$ cat config.mk
export PLATFORM = sky130hd
export DESIGN_NAME = aprt_remap
export DESIGN_NICKNAME = d
export VERILOG_FILES = /design/src/rtl/aprt_pkg.sv /design/src/rtl/aprt_regs.sv /design/src/rtl/aprt_table.sv /design/src/rtl/aprt_lookup.sv /design/src/rtl/aprt_remap.sv
export SDC_FILE = /design/constraint.sdc
export NUM_CORES = 1
export LEC_CHECK = 0
export BUFFER_PORTS_ARGS = -buffer_cell sky130_fd_sc_hd__buf_2
export CAP_MARGIN = 5
export CORE_MARGIN = 5
export CORE_UTILIZATION = 30
export CTS_BUF_LIST = sky130_fd_sc_hd__clkbuf_16
export DETAILED_ROUTE_END_ITERATION = 10
export GPL_ROUTABILITY_DRIVEN = 1
export GPL_TIMING_DRIVEN = 0
export PLACE_DENSITY = 0.51
export SYNTH_ARGS = -nofsm -noshare
export SYNTH_HDL_FRONTEND = slang
export SYNTH_SLANG_ARGS = --single-unit
$ cat constraint.sdc
create_clock -name clk -period 10.7 [get_ports clk]
set_input_delay 3.21 -clock clk [delete_from_list [all_inputs] [get_ports clk]]
set_output_delay 3.21 -clock clk [all_outputs]
set_load 0.005 [all_outputs]
$ cat src/rtl/aprt_pkg.sv
// Package: shared constants and the stored entry format of the remapping table.
package aprt_pkg;
    localparam int PG_SHIFT = 12;
    localparam int FRAME_W  = 31 - PG_SHIFT;     // frame field occupies bits 30:12
    localparam logic [3:0] OFF_CTRL = 4'h0;
    localparam logic [3:0] OFF_PTR  = 4'h4;
    localparam logic [3:0] OFF_DATA = 4'h8;

    typedef struct packed {
        logic               vld;
        logic [FRAME_W-1:0] frame;
    } ent_t;
endpackage

$ cat src/rtl/aprt_regs.sv
// Module: register file. Holds the translation enable and the pointer, decodes
// writes into table updates, and muxes read data.
// Assumes APER_BASE is page-aligned and that the window does not wrap past 2^32.
module aprt_regs
    import aprt_pkg::*;
#(
    parameter logic [31:0] APER_BASE = 32'h5800_0000,
    parameter int          PAGES     = 16,
    localparam int         IDX_W     = (PAGES > 1) ? $clog2(PAGES) : 1
) (
    input  logic             clk,
    input  logic             rst_n,
    input  logic             reg_we,
    input  logic [3:0]       reg_addr,
    input  logic [31:0]      reg_wdata,
    output logic [31:0]      reg_rdata,
    input  ent_t             tbl_rent,
    output logic [IDX_W-1:0] tbl_idx,
    output logic             tbl_we,
    output ent_t             tbl_went,
    output logic             xl_en
);
    localparam logic [31:0] APER_END = APER_BASE + PAGES * (1 << PG_SHIFT);

    logic [31:0] ptr_q;
    logic [31:0] ptr_off;
    logic        ptr_ok;

    // Update the enable and the pointer on register writes.
    always_ff @(posedge clk) begin
        if (!rst_n) begin
            xl_en <= 1'b0;
            ptr_q <= APER_BASE;
        end else if (reg_we) begin
            if (reg_addr == OFF_CTRL) xl_en <= reg_wdata[0];
            if (reg_addr == OFF_PTR)  ptr_q <= reg_wdata;
        end
    end

    // Qualify the pointer: inside the window and page-aligned.
    always_comb begin
        ptr_off = ptr_q - APER_BASE;
        ptr_ok  = (ptr_q >= APER_BASE) && (ptr_q < APER_END) &&
                  (ptr_q[PG_SHIFT-1:0] == '0);
        tbl_idx = ptr_off[PG_SHIFT +: IDX_W];
    end

    // Turn a data-register write into an entry update.
    always_comb begin
        tbl_we         = reg_we && (reg_addr == OFF_DATA) && ptr_ok;
        tbl_went.vld   = reg_wdata[31];
        tbl_went.frame = reg_wdata[30:PG_SHIFT];
    end

    // Select the read data for the addressed register.
    always_comb begin
        case (reg_addr)
            OFF_CTRL: reg_rdata = {31'b0, xl_en};
            OFF_PTR:  reg_rdata = ptr_q;
            OFF_DATA: reg_rdata = ptr_ok ? {tbl_rent.vld, tbl_rent.frame, {PG_SHIFT{1'b0}}} : 32'h0;
            default:  reg_rdata = 32'h0;
        endcase
    end
endmodule

$ cat src/rtl/aprt_table.sv
// Module: entry array built from flops. One write port and two combinational
// read ports (register side and lookup side). Every entry is cleared on reset.
module aprt_table
    import aprt_pkg::*;
#(
    parameter int  PAGES = 16,
    localparam int IDX_W = (PAGES > 1) ? $clog2(PAGES) : 1
) (
    input  logic             clk,
    input  logic             rst_n,
    input  logic             we,
    input  logic [IDX_W-1:0] widx,
    input  ent_t             went,
    input  logic [IDX_W-1:0] ridx_a,
    output ent_t             rent_a,
    input  logic [IDX_W-1:0] ridx_b,
    output ent_t             rent_b
);
    ent_t ent_q [PAGES];

    // Clear all entries on reset; otherwise write the selected one.
    always_ff @(posedge clk) begin
        if (!rst_n) begin
            for (int i = 0; i < PAGES; i++) ent_q[i] <= '0;
        end else if (we) begin
            ent_q[widx] <= went;
        end
    end

    // Combinational reads; an index beyond PAGES returns an invalid entry.
    always_comb begin
        rent_a = (int'(ridx_a) < PAGES) ? ent_q[ridx_a] : '0;
        rent_b = (int'(ridx_b) < PAGES) ? ent_q[ridx_b] : '0;
    end
endmodule

$ cat src/rtl/aprt_lookup.sv
// Module: combinational translator. Checks the window, forms the page index,
// and produces the physical address, a hit, or a fault.
// Assumes APER_BASE is page-aligned.
module aprt_lookup
    import aprt_pkg::*;
#(
    parameter logic [31:0] APER_BASE = 32'h5800_0000,
    parameter int          PAGES     = 16,
    localparam int         IDX_W     = (PAGES > 1) ? $clog2(PAGES) : 1
) (
    input  logic [31:0]      lk_addr,
    input  logic             xl_en,
    output logic [IDX_W-1:0] lk_idx,
    input  ent_t             lk_ent,
    output logic [31:0]      lk_phys,
    output logic             lk_hit,
    output logic             lk_fault
);
    localparam logic [31:0] APER_END = APER_BASE + PAGES * (1 << PG_SHIFT);

    logic [31:0] off;
    logic        in_win;

    // Window test, indexing and result formation.
    always_comb begin
        off      = lk_addr - APER_BASE;
        in_win   = (lk_addr >= APER_BASE) && (lk_addr < APER_END);
        lk_idx   = off[PG_SHIFT +: IDX_W];
        lk_hit   = in_win && xl_en && lk_ent.vld;
        lk_fault = in_win && !lk_hit;
        lk_phys  = lk_hit ? {1'b0, lk_ent.frame, lk_addr[PG_SHIFT-1:0]} : 32'h0;
    end
endmodule

$ cat src/rtl/aprt_remap.sv
// Module: top of the aperture page remapping table. Ties together the register
// file, the entry array and the lookup path. Register reads and lookups are
// combinational; writes take effect at the next rising clock edge.
module aprt_remap
    import aprt_pkg::*;
#(
    parameter logic [31:0] APER_BASE = 32'h5800_0000,
    parameter int          PAGES     = 16,
    localparam int         IDX_W     = (PAGES > 1) ? $clog2(PAGES) : 1
) (
    input  logic        clk,
    input  logic        rst_n,
    input  logic        reg_we,
    input  logic [3:0]  reg_addr,
    input  logic [31:0] reg_wdata,
    output logic [31:0] reg_rdata,
    input  logic [31:0] lk_addr,
    output logic [31:0] lk_phys,
    output logic        lk_hit,
    output logic        lk_fault
);
    ent_t             reg_ent, lk_ent, w_ent;
    logic [IDX_W-1:0] reg_idx, lk_idx;
    logic             w_en, xl_en;

    aprt_regs #(.APER_BASE(APER_BASE), .PAGES(PAGES)) u_regs (
        .clk(clk), .rst_n(rst_n), .reg_we(reg_we), .reg_addr(reg_addr),
        .reg_wdata(reg_wdata), .reg_rdata(reg_rdata), .tbl_rent(reg_ent),
        .tbl_idx(reg_idx), .tbl_we(w_en), .tbl_went(w_ent), .xl_en(xl_en)
    );

    aprt_table #(.PAGES(PAGES)) u_tbl (
        .clk(clk), .rst_n(rst_n), .we(w_en), .widx(reg_idx), .went(w_ent),
        .ridx_a(reg_idx), .rent_a(reg_ent), .ridx_b(lk_idx), .rent_b(lk_ent)
    );

    aprt_lookup #(.APER_BASE(APER_BASE), .PAGES(PAGES)) u_lk (
        .lk_addr(lk_addr), .xl_en(xl_en), .lk_idx(lk_idx), .lk_ent(lk_ent),
        .lk_phys(lk_phys), .lk_hit(lk_hit), .lk_fault(lk_fault)
    );
endmodule

==> summary.txt <==
Finish
  • Share of cells above drive strength 1: 0.276
  • Design Area, Final: 21800 um2
  • Total Nets Final: 1643
  • # diodes: 0
  • Final core occ: 0.361
  • Non-filler cells, final: 2384
  • Area grow syn2layout: 18.8%

Routing
  • Routed wire per std cell: 32.4 um
  • DRT Wirelength: 77.2 mm
  • Vias per std cell: 5.84
  • Drt first-iter violations: 2100
  • Drc violations: 0
  • ANT nets after route: 0
  • Routed via count: 13932
  • 1st-pass router iterations: 6

Global route
  • Antenna violations before repair: 0
  • Congestion Overflow GR: 0
  • Largest net degree at the start of global routing: 15
  • Vias in the first global route: 14075
  • GRT Util Overall: 0.225
  • First-pass GRT wire length: 106 mm

Floorplanning
  • FP Rows: 90
  • Effective utilization at floorplan: 0.304
  • Die area: 66300 um2
  • I/O pin total: 137
  • Die width: 257 um
  • Die extent in y: 257 um
  • Core box area: 60500 um2

Clock tree
  • CTS tree: yes
  • Clock buffer count from CTS: 40
  • H-Tree Depth: 2
  • CTS Hold Bufs: 0
  • Reg clk slew, reported paths: 0.06 ns
  • Clock Tree Buf Depth: 3
  • Skew-Pair Late Insertion Delay: 0.57 ns
  • Clock Root Buffer: clkbuf_16
  • Postcts setup bufs: 0
  • Post-CTS resize count: 0
  • Clock sink count: 357

Yosys
  • Syn Std Cell Area: 18400 um2
  • Sequential area share after synthesis: 0.564
  • YS warnings: 0
  • Synth Register Bits: 357
  • Number of synthesized flops with an enable pin: 320
  • Synth async-reset ratio: 0
  • Largest area contributor in the netlist: edfxtp_1
  • Synthesized area per cell: 13.4 um2
  • Mapped Cells: 1369
  • Post-synth top area share: 0.523
  • Post-synthesis cell type count: 40
  • Net Count, Synth: 1440
  • Prevailing post-synth register cell: edfxtp_1
  • Area contributors post-synth: edfxtp_1 52%, mux4_2 22%, nor2_1 6.3%

Setup path
  • Worst path arrival time: 6.13 ns
  • WS Path Type: input port to primary output
  • CP Max Fanout: 10
  • Crit path launch type: input port
  • WP data required: 7.49 ns
  • Crit. End Element: primary output

Timing
  • Worst rel slew slack: 0.0322
  • RSZ-0062 raised after global routing: no
  • Peak Freq: 107 MHz
  • Crit share post-route: 0.873
  • Final slew viol count: 0
  • Worst Tran Pin Value: 1.45 ns
  • Crit path time final: 9.34 ns
  • Clock Skew: 0.0187 ns
  • Fin Setup TNS: 0 ns
  • Fin. Hold Viols: 0
  • Setup violations, final: 0

Pwr
  • Max rail drop VDD: 0.0923 mV
  • Leak: 0.00736 uW
  • Power density over cell area: 147 nW/um2
  • Total Power: 3200 uW

Worst hold path
  • HP Class: flop to flop

Place
  • Dpl hpwl: 52.9 mm
  • RD Place Congestion: 0.865
  • Cell Area, Placed: 20600 um2
  • Dpl cells: 2312
  • IO Port Bufs: 133

Job
  • Max-cap violations: 0

Run status
  • Status: finished, final reports clean
==> flip-flops by register name, summed over array words and instances, names as in the netlist, named ones only <==
name and flops:
u_regs.ptr_q 32, u_regs.xl_en 1, u_tbl.ent_q 320
==> layout make-up <==
cell class | count | area [um2]
Inverter | 20 | 75.1
Buffer | 120 | 547
Clock buffer | 42 | 1050
Timing Repair Buffer | 161 | 1100
Fill cell | 5830 | 38600
Clock inverter | 30 | 163
Tap cell | 782 | 978
Multi-Input combinational cell | 872 | 7560
Sequential cell | 357 | 10300
==> worst paths after layout <==
kind / start / end / slack, ns / cells after the start
max reg2reg: u_regs.ptr_q[21] / u_tbl.ent_q[9][7] / 6.98 / 7
max: lk_addr[15] / lk_phys[29] / 1.36 / 6
min: u_regs.ptr_q[9] / u_regs.ptr_q[9] / 0.48 / 2
min reg2reg: u_regs.ptr_q[9] / u_regs.ptr_q[9] / 0.48 / 2
==> report_power, final <==
part / internal [uW] / switching, uW / leakage (uW) / total [uW]
clock network: 733 / 592 / 0.000630 / 1320
logic: 123 / 172 / 0.00313 / 295
registers: 1560 / 24.9 / 0.00360 / 1580
==> cell usage in the layout, fill, tap and decap left out, types with 9 or more instances in the layout <==
cell,synthesis,routed
a21boi_0,29,29
buf_4,1,15
o21ai_4,0,12
a22oi_1,40,40
buf_2,23,156
a22o_1,20,20
nor3b_1,31,31
clkbuf_1,89,89
nand2_1,162,162
dfxtp_1,37,37
inv_1,20,30
edfxtp_1,320,320
clkbuf_16,0,42
nor3_1,21,21
clkinv_1,0,10
mux4_2,178,178
buf_16,0,9
nor2_1,307,307
and2_1,17,17
==> layer usage <==
metal | up-vias | routed length [um] | GRT usage
met2 | 1009 | 34800 | 0.351
met4 | 0 | 3270 | 0.0816
met5 | - | 0 | 0
met3 | 191 | 9690 | 0.0757
li1 | 5607 | - | -
met1 | 7125 | 29400 | 0.295
==> through the flow <==
step | hold WS [ns] | worst slack [ns]
5_1_grt | 0.507 | 1.44
4_1_cts | 0.481 | 1.47
6_report | 0.479 | 1.36
3_3_place_gp | 0.464 | -0.00189
2_1_floorplan | 0.452 | 2.75
3_5_place_dp | 0.469 | 1.48
==> cells by family after synthesis <==
group                  share of synthesized area
and+or+nand+nor                            0.135
DFF                                        0.564
muxes                                      0.221
buffers and inverters                     0.0339
AOI/OAI and AO/OA                         0.0463
other                                   0.000204
==> Yosys cell counts (2+ instances only) <==
| cell type | instances |
|---|---|
| nand2_1 | 162 |
| edfxtp_1 | 320 |
| a22oi_1 | 40 |
| inv_1 | 20 |
| nand3b_1 | 2 |
| dfxtp_1 | 37 |
| buf_6 | 2 |
| nand3_1 | 2 |
| and2_1 | 17 |
| nor3b_1 | 31 |
| o41ai_1 | 4 |
| buf_12 | 3 |
| a22o_1 | 20 |
| nor4_1 | 7 |
| clkbuf_1 | 89 |
| nor4b_1 | 3 |
| nor2b_1 | 7 |
| buf_1 | 2 |
| o211ai_1 | 3 |
| nand4_1 | 7 |
| buf_2 | 23 |
| o21ai_0 | 12 |
| mux4_2 | 178 |
| nor2_1 | 307 |
| a21boi_0 | 29 |
| mux2i_1 | 4 |
| nor3_1 | 21 |
| nor4bb_1 | 2 |
| and4_1 | 3 |
| nand2b_1 | 2 |
==> worst max-delay path, stage by stage <==
cell,delay [ns]
buf_2,0.12
clkbuf_1,0.87
clkbuf_1,0.92
mux4_2,0.45
nor3b_1,0.35
buf_2,0.19
Note: power is estimated with default switching activity, not from simulation.
